[config.mk]
export PLATFORM = sky130hd
export DESIGN_NAME = spim_top
export DESIGN_NICKNAME = d
export VERILOG_FILES = /design/src/rtl/spim_pkg.sv /design/src/rtl/spim_fifo.sv /design/src/rtl/spim_shifter.sv /design/src/rtl/spim_top.sv
export SDC_FILE = /design/constraint.sdc
export NUM_CORES = 2
export LEC_CHECK = 0
export ABC_AREA = 1
export BUFFER_PORTS_ARGS = -buffer_cell sky130_fd_sc_hd__buf_2
export CAP_MARGIN = 20
export CORE_UTILIZATION = 46
export CTS_BUF_LIST = sky130_fd_sc_hd__clkbuf_8
export DETAILED_ROUTE_END_ITERATION = 6
export SYNTH_ARGS = -nofsm -noshare
export SYNTH_HDL_FRONTEND = slang
export SYNTH_SLANG_ARGS = --single-unit
[constraint.sdc]
create_clock -name clk -period 3.3 [get_ports clk]
set_input_delay 0.495 -clock clk [delete_from_list [all_inputs] [get_ports clk]]
set_output_delay 0.495 -clock clk [all_outputs]
set_load 0.01 [all_outputs]
[src/rtl/spim_pkg.sv]
`timescale 1ns/1ps
package spim_pkg;
  localparam int REG_AW = 8;
  localparam int DIV_W  = 3;
  localparam int SS_W   = 4;

  localparam logic [REG_AW-1:0] A_CFG = 8'h00;
  localparam logic [REG_AW-1:0] A_EN  = 8'h14;
  localparam logic [REG_AW-1:0] A_TXD = 8'h1C;
  localparam logic [REG_AW-1:0] A_RXD = 8'h20;

  // configuration bit positions (software visible)
  localparam int B_MASTER = 0;
  localparam int B_CPOL   = 1;
  localparam int B_CPHA   = 2;
  localparam int B_DIV    = 3;
  localparam int B_SS     = 10;
  localparam int B_FORCE  = 14;
  localparam int B_MANUAL = 15;
  localparam int B_TRIG   = 16;

  localparam logic [15:0] CFG_WMASK = 16'hFC3F;
  localparam logic [15:0] CFG_RESET = 16'h3C09;
endpackage

[src/rtl/spim_fifo.sv]
`timescale 1ns/1ps
module spim_fifo #(
  parameter int W     = 8,
  parameter int DEPTH = 128
) (
  input  logic         clk,
  input  logic         rst_n,
  input  logic         push,
  input  logic [W-1:0] wdata,
  input  logic         pop,
  output logic [W-1:0] rdata,
  output logic         full,
  output logic         empty
);
  localparam int AW = $clog2(DEPTH);

  logic [W-1:0]  mem [DEPTH];
  logic [AW-1:0] wp, rp;
  logic [AW:0]   cnt;
  logic          do_push, do_pop;

  assign full    = (cnt == (AW+1)'(DEPTH));
  assign empty   = (cnt == '0);
  assign do_push = push && !full;
  assign do_pop  = pop && !empty;
  assign rdata   = empty ? '0 : mem[rp];

  always_ff @(posedge clk) begin
    if (do_push) mem[wp] <= wdata;
  end

  always_ff @(posedge clk or negedge rst_n) begin
    if (!rst_n) begin
      wp  <= '0;
      rp  <= '0;
      cnt <= '0;
    end else begin
      if (do_push) wp <= (wp == AW'(DEPTH-1)) ? '0 : wp + 1'b1;
      if (do_pop)  rp <= (rp == AW'(DEPTH-1)) ? '0 : rp + 1'b1;
      case ({do_push, do_pop})
        2'b10:   cnt <= cnt + 1'b1;
        2'b01:   cnt <= cnt - 1'b1;
        default: cnt <= cnt;
      endcase
    end
  end

  // a push into a full queue leaves the occupancy untouched
  a_r9_full_drop: assert property (@(posedge clk) disable iff (!rst_n)
    (push && full && !pop) |=> (cnt == $past(cnt)));

  // a pop from an empty queue leaves it empty
  a_r10_empty_pop: assert property (@(posedge clk) disable iff (!rst_n)
    (pop && empty && !push) |=> empty);
endmodule

[src/rtl/spim_shifter.sv]
`timescale 1ns/1ps
module spim_shifter #(
  parameter int DIV_W = 3,
  parameter int W     = 8
) (
  input  logic             clk,
  input  logic             rst_n,
  input  logic             start,
  input  logic [W-1:0]     tx_byte,
  input  logic             cpol,
  input  logic             cpha,
  input  logic [DIV_W-1:0] div,
  input  logic             miso,
  output logic             busy,
  output logic             done,
  output logic [W-1:0]     rx_byte,
  output logic             sclk,
  output logic             mosi
);
  localparam int CNT_W = (1 << DIV_W) - 1;
  localparam int EDGES = 2 * W;
  localparam int EW    = $clog2(EDGES);

  logic [CNT_W-1:0] cnt, half_q;
  logic [EW-1:0]    eidx;
  logic [W-1:0]     sh, rxs;
  logic             cpha_q;
  logic [DIV_W-1:0] n_eff;
  logic             tick, last, samp, shft;

  assign n_eff = (div == '0) ? DIV_W'(1) : div;
  assign tick  = busy && (cnt == half_q);
  assign last  = (eidx == EW'(EDGES-1));
  assign samp  = cpha_q ? eidx[0] : !eidx[0];
  assign shft  = cpha_q ? (!eidx[0] && (eidx != '0)) : (eidx[0] && !last);
  assign mosi  = sh[W-1];

  always_ff @(posedge clk or negedge rst_n) begin
    if (!rst_n) begin
      busy    <= 1'b0;
      done    <= 1'b0;
      cnt     <= '0;
      half_q  <= '0;
      eidx    <= '0;
      sh      <= '0;
      rxs     <= '0;
      rx_byte <= '0;
      cpha_q  <= 1'b0;
      sclk    <= 1'b0;
    end else begin
      done <= 1'b0;
      if (!busy) begin
        sclk <= cpol;
        if (start) begin
          busy   <= 1'b1;
          cnt    <= '0;
          eidx   <= '0;
          sh     <= tx_byte;
          cpha_q <= cpha;
          half_q <= CNT_W'((1 << n_eff) - 1);
        end
      end else if (tick) begin
        cnt  <= '0;
        sclk <= ~sclk;
        if (samp) rxs <= {rxs[W-2:0], miso};
        if (shft) sh  <= {sh[W-2:0], 1'b0};
        if (last) begin
          busy    <= 1'b0;
          done    <= 1'b1;
          rx_byte <= samp ? {rxs[W-2:0], miso} : rxs;
        end else begin
          eidx <= eidx + 1'b1;
        end
      end else begin
        cnt <= cnt + 1'b1;
      end
    end
  end

  // inside a byte, SCLK moves only when the half-period count expires
  a_r4_sclk_on_tick: assert property (@(posedge clk) disable iff (!rst_n)
    (busy && !tick) |=> $stable(sclk));

  // the completion pulse comes with the shifter already idle
  a_r6_done_idle: assert property (@(posedge clk) disable iff (!rst_n)
    done |-> !busy);
endmodule

[src/rtl/spim_top.sv]
`timescale 1ns/1ps
module spim_top
  import spim_pkg::*;
#(
  parameter int FIFO_DEPTH = 128,
  parameter int WORD_W     = 8
) (
  input  logic              clk,
  input  logic              rst_n,
  input  logic              bus_wr,
  input  logic              bus_rd,
  input  logic [REG_AW-1:0] bus_addr,
  input  logic [31:0]       bus_wdata,
  output logic [31:0]       bus_rdata,
  output logic              sclk,
  output logic              mosi,
  input  logic              miso,
  output logic [SS_W-1:0]   ss_n
);
  logic [15:0]       cfg;
  logic              en_q, pend, burst;
  logic              wr_cfg, wr_en, tx_push, rx_pop;
  logic              tx_full, tx_empty, rx_full, rx_empty;
  logic [WORD_W-1:0] tx_head, rx_head, rx_byte;
  logic              eng_busy, eng_done, can_start;
  logic [SS_W-1:0]   ss_field;
  wire               unused_wdata = ^{bus_wdata[31:17], rx_full};

  assign wr_cfg   = bus_wr && (bus_addr == A_CFG);
  assign wr_en    = bus_wr && (bus_addr == A_EN);
  assign tx_push  = bus_wr && (bus_addr == A_TXD);
  assign rx_pop   = bus_rd && (bus_addr == A_RXD);
  assign ss_field = cfg[B_SS +: SS_W];

  assign can_start = en_q && cfg[B_MASTER] && !tx_empty && !eng_busy &&
                     (!cfg[B_MANUAL] || pend || burst);

  assign ss_n = (cfg[B_FORCE] || eng_busy || can_start) ? ss_field : '1;

  always_comb begin
    case (bus_addr)
      A_CFG:   bus_rdata = {15'b0, pend, cfg};
      A_EN:    bus_rdata = {31'b0, en_q};
      A_RXD:   bus_rdata = 32'(rx_head);
      default: bus_rdata = '0;
    endcase
  end

  always_ff @(posedge clk or negedge rst_n) begin
    if (!rst_n) begin
      cfg   <= CFG_RESET;
      en_q  <= 1'b0;
      pend  <= 1'b0;
      burst <= 1'b0;
    end else begin
      if (wr_cfg) cfg  <= bus_wdata[15:0] & CFG_WMASK;
      if (wr_en)  en_q <= bus_wdata[0];
      if (wr_cfg && bus_wdata[B_TRIG]) pend <= 1'b1;
      else if (can_start)              pend <= 1'b0;
      if (can_start && cfg[B_MANUAL])  burst <= 1'b1;
      else if (!eng_busy && tx_empty)  burst <= 1'b0;
    end
  end

  spim_fifo #(.W(WORD_W), .DEPTH(FIFO_DEPTH)) u_txq (
    .clk(clk), .rst_n(rst_n), .push(tx_push), .wdata(bus_wdata[WORD_W-1:0]),
    .pop(can_start), .rdata(tx_head), .full(tx_full), .empty(tx_empty));

  spim_fifo #(.W(WORD_W), .DEPTH(FIFO_DEPTH)) u_rxq (
    .clk(clk), .rst_n(rst_n), .push(eng_done), .wdata(rx_byte),
    .pop(rx_pop), .rdata(rx_head), .full(rx_full), .empty(rx_empty));

  spim_shifter #(.DIV_W(DIV_W), .W(WORD_W)) u_shift (
    .clk(clk), .rst_n(rst_n), .start(can_start), .tx_byte(tx_head),
    .cpol(cfg[B_CPOL]), .cpha(cfg[B_CPHA]), .div(cfg[B_DIV +: DIV_W]),
    .miso(miso), .busy(eng_busy), .done(eng_done), .rx_byte(rx_byte),
    .sclk(sclk), .mosi(mosi));

  // with the controller off and the shifter idle, nothing starts
  a_r3_gate: assert property (@(posedge clk) disable iff (!rst_n)
    ((!en_q || !cfg[B_MASTER]) && !eng_busy) |=> !eng_busy);

  // the field is on the select pins throughout a byte
  a_r7_ss_in_xfer: assert property (@(posedge clk) disable iff (!rst_n)
    eng_busy |-> (ss_n == ss_field));

  // manual start holds off the shifter until a trigger arrives
  a_r8_manual_wait: assert property (@(posedge clk) disable iff (!rst_n)
    (cfg[B_MANUAL] && !pend && !burst && !eng_busy) |=> !eng_busy);

  // a transmit write is never taken while the queue is full
  a_r9_no_push_full: assert property (@(posedge clk) disable iff (!rst_n)
    (tx_push && tx_full && !can_start) |=> tx_full);
endmodule

==> summary.txt <==
Worst setup path
  – Reg-to-reg setup timing slack: 0.37 ns
  – Crit path kind: reg2out
  – Critical Path Slowest Stage Cell: dfrtp_4
  – Critical Path Most Common Cell: nand3_2
  – Crit end category: output port
  – Worst Path Buf+Inv: 5
  – Reg-to-reg endpoint: u_shift.sh[5]$_DFFE_PN0P_
  – Worst stage delay on the critical path: 0.58 ns
  – Startpoint Class: flop
  – Crit-path cells: buf_16 -> buf_6 -> nor2_1 -> nor2_1 -> o21ai_0 -> o211ai_1 -> buf_4 -> nand3_2 -> nand2_2 -> a21oi_2 -> nand3_2 -> nand3_2 -> buf_6 -> nand2_1 -> buf_2
  – CP top delay family: buffers and inverters
  – Critical path required time: 2.80 ns
  – Cell depth of the worst flop-to-flop path: 12
  – CP arrival: 3.50 ns
  – Worst-path fanout max: 16
  – Reg2reg start: u_txq.rp[0]$_DFFE_PN0P_

STA
  – Final worst-path cycle share: 1.21
  – Worst Hold Slack: 0.0849 ns
  – Max Clk Rate: 250 MHz
  – Setup violations, final: 8
  – Rel. slew slack: 0.291
  – Clock period minus final worst setup slack: 3.99 ns
  – Final slew viol count: 0
  – RSZ-0062 raised after global routing: yes
  – PnR worst setup slack: -0.694 ns
  – Setup Skew: 0.0779 ns
  – Final hold vios: 0
  – Worst Tran Pin Value: 1.06 ns

Run status
  – Failing checks: negative setup slack
  – Status: finished, violations left

CTS
  – CTS buffer count: 367
  – Clock sinks: 2153
  – CTS HTree Levels: 5
  – TritonCTS clock tree: done
  – Clk_lat worst skew: 1.06 ns
  – CTS root buf: clkbuf_8
  – Clock transition at the registers of the reported paths: 0.07 ns
  – Clock tree buffer depth: 4

GRT
  – Antenna violations before repair: 3
  – Global-route wire length before repair: 355000 um
  – Met3 Usage GRT: 0.0388
  – Largest net degree at the start of global routing: 122
  – GRT Max-Usage Layer: met2
  – GRT overflow: 0
  – GR Util met1: 0.323
  – Vias in the first global route: 57000
  – M2 GR Usage: 0.400
  – Total global-route track usage: 0.242

Place
  – Dpl hpwl: 137000 um
  – RePlAce Congestion: 0.871
  – Number of buffers added on ports: 48
  – Placed insts: 10100

Drt
  – Via/cell ratio: 5.49
  – Drt first-iter violations: 6012
  – DRC viols: 0
  – Via count: 59100
  – Final WL: 237000 um
  – DR WL/cell: 22.1 um
  – DRT Pass-1 Iters: 7
  – Routed Antenna Nets: 0

Power and ir drop
  – Sw Ratio: 0.252
  – PD cells: 561 nW/um2
  – Max VDD drop: 0.000469 V
  – Final Total Pwr: 57.0 mW
  – Clock power frac: 0.375
  – Net Sw Power: 14.4 mW
  – Pleak: 35.0 nW
  – Sequential group share of total power: 0.527
  – Internal power: 42.6 mW
  – Comb power frac: 0.097

Synthesis
  – Synth warnings: 0
  – Sequential share of the synthesized area: 0.725
  – Top FF cell, synth: edfxtp_1
  – Synth Register Bits: 2153
  – Post-synth ARST share: 0.0488
  – Synthesized area: 88500 um2
  – Yosys cell types: 52
  – Avg Inst Size Synth: 11.7 um2
  – Post-Synthesis Cells: 7564
  – Post-synth EDFFs: 2048

Cells and area
  – Most common cell after layout, fill and taps aside: edfxtp_1
  – Share of cells above drive strength 1: 0.127
  – Nets@finish: 8041
  – Most frequent cells in the layout: edfxtp_1 (2048), nand2_1 (1774), nor2_1 (1014)
  – Final Non-Filler Cells: 10800
  – Fillers: 16300
  – Post-layout util: 0.533
  – Layout overhead on the synthesized area: 14.9%

Floorplanning
  – Die W: 441 um
  – Die H: 441 um
  – Row count: 160
  – Core Region: 191000 um2
  – Initial Utilization: 0.464
  – Top Ports: 83
  – Die area: 194000 um2

Hold path
  – Worst hold path class: in2async

Flow run
  – # Max-Cap Violations: 0
[power groups by stage]
| stage | sequential, mW | combinational (mW) | clock (mW) |
|---|---|---|---|
| CTS | 30.1 | 5.47 | 21.8 |
| finish | 30.1 | 5.55 | 21.4 |
| floorplan | 30.6 | 3.22 | 0 |
| detailed placement | 30.6 | 5.12 | 0 |
| global placement | 30.6 | 5.07 | 0 |
| global route | 30.1 | 6.08 | 22.9 |
[area by class of cell]
class | count | area [um2] | share of cell area
Timing Repair Buffer | 493 | 5390 | 0.0530
Multi-Input combinational cell | 4787 | 21800 | 0.215
Sequential cell | 2153 | 64200 | 0.632
Timing Repair inverter | 1 | 8.76 | 0.0000862
Clock buffer | 374 | 5150 | 0.0507
Clock inverter | 258 | 1210 | 0.0119
Inverter | 175 | 693 | 0.00682
Antenna cell | 4 | 10.0 | 0.0000985
Tap cell | 2511 | 3140 | 0.0309
[worst max-delay path by stage]
| stage | start | to | cells after the start |
|---|---|---|---|
| finish | u_rxq.rp[0]$_DFFE_PN0P_ | bus_rdata[4] | 15 |
| CTS | u_rxq.rp[0]$_DFFE_PN0P_ | bus_rdata[6] | 14 |
| floorplan | bus_addr[7] | u_rxq.cnt[5]$_DFFE_PN0P_ | 17 |
| global placement | u_rxq.rp[0]$_DFFE_PN0P_ | bus_rdata[4] | 14 |
| global route | u_rxq.rp[0]$_DFFE_PN0P_ | bus_rdata[4] | 15 |
| detailed placement | u_rxq.rp[0]$_DFFE_PN0P_ | bus_rdata[4] | 14 |
[kinds of logic (layout without fill, tap and decap cells)]
group                    after synthesis  count (layout)  share of synthesized area
AO/OA/AOI/OAI                       1074            1074                     0.0665
other                                  1              21                  0.0000424
buffers and inverters                640            1301                     0.0348
flip-flops                          2153            2153                      0.725
AND/OR/NAND/NOR                     3645            3645                      0.168
adder cells (fa/ha/maj)               18              18                    0.00263
multiplexers                           1               1                   0.000127
XOR/XNOR                              32              32                    0.00317
[what timing repair did]
action,in CTS,in global routing
hold buffers,21,0
setup buffers,19,4
pin swaps,43,18
hold endpoints to repair,328,0
endpoints found under the setup margin,12,11
resized for setup,140,77
cloned,18,2
[per-layer routing]
metal / vias up / routed length (um) / share of wire
li1: 27500 / - / -
met1: 28800 / 97200 / 0.41
met2: 2271 / 115000 / 0.49
met3: 511 / 16500 / 0.070
met4: 0 / 8240 / 0.035
met5: - / 0 / 0
[registers in the layout (all words and copies together) (netlist names)]
| register | flops |
|---|---|
| u_shift.done | 1 |
| u_rxq.mem | 1024 |
| u_shift.busy | 1 |
| u_txq.wp | 7 |
| u_shift.half_q | 7 |
| pend | 1 |
| en_q | 1 |
| u_shift.rx_byte | 8 |
| cfg | 12 |
| u_rxq.cnt | 8 |
| u_shift.cpha_q | 1 |
| u_txq.mem | 1024 |
| u_shift.cnt | 7 |
| u_shift.sh | 8 |
| burst | 1 |
| u_rxq.wp | 7 |
| u_shift.rxs | 8 |
| u_shift.eidx | 4 |
| u_txq.rp | 7 |
| u_shift.sclk | 1 |
| u_rxq.rp | 7 |
| u_txq.cnt | 8 |
[cell usage after synthesis (9+ instances only)]
library cell  instances  share of area
a21oi_1             227          0.013
buf_1                21        0.00089
buf_2               204          0.012
buf_4                59         0.0050
buf_6                26         0.0033
clkbuf_1            155         0.0066
dfrtp_1              99          0.028
edfxtp_1           2048           0.70
ha_1                 17         0.0024
inv_1               162         0.0069
nand2_1            1795          0.076
nand3_1             743          0.042
nand4_1              14        0.00099
nor2_1             1031          0.044
nor3_1               31         0.0018
o211ai_1            123          0.010
o21ai_0             583          0.033
o21ai_1              17        0.00096
o221ai_1              9        0.00089
o22ai_1              98         0.0069
xnor2_1              10        0.00099
xor2_1               22         0.0022
[through the flow]
stage	setup slack (ns)	TNS, ns	area [um2]
4_1_cts	-0.786	-5.87	101000
6_report	-0.694	-5.09	102000
5_1_grt	-0.862	-6.37	102000
3_3_place_gp	0.113	0	93500
3_5_place_dp	0.112	0	93500
2_1_floorplan	0.362	0	88500
[worst reg2reg max path: cells and delay by family, from the launching register on]
family / cells / cell delay [ns]
and+or+nand+nor: 8 / 1.29
buffers and inverters: 2 / 0.70
DFF: 1 / 0.59
AOI/OAI and AO/OA: 2 / 0.24
No activity file was read; power rests on OpenSTA's default activity.
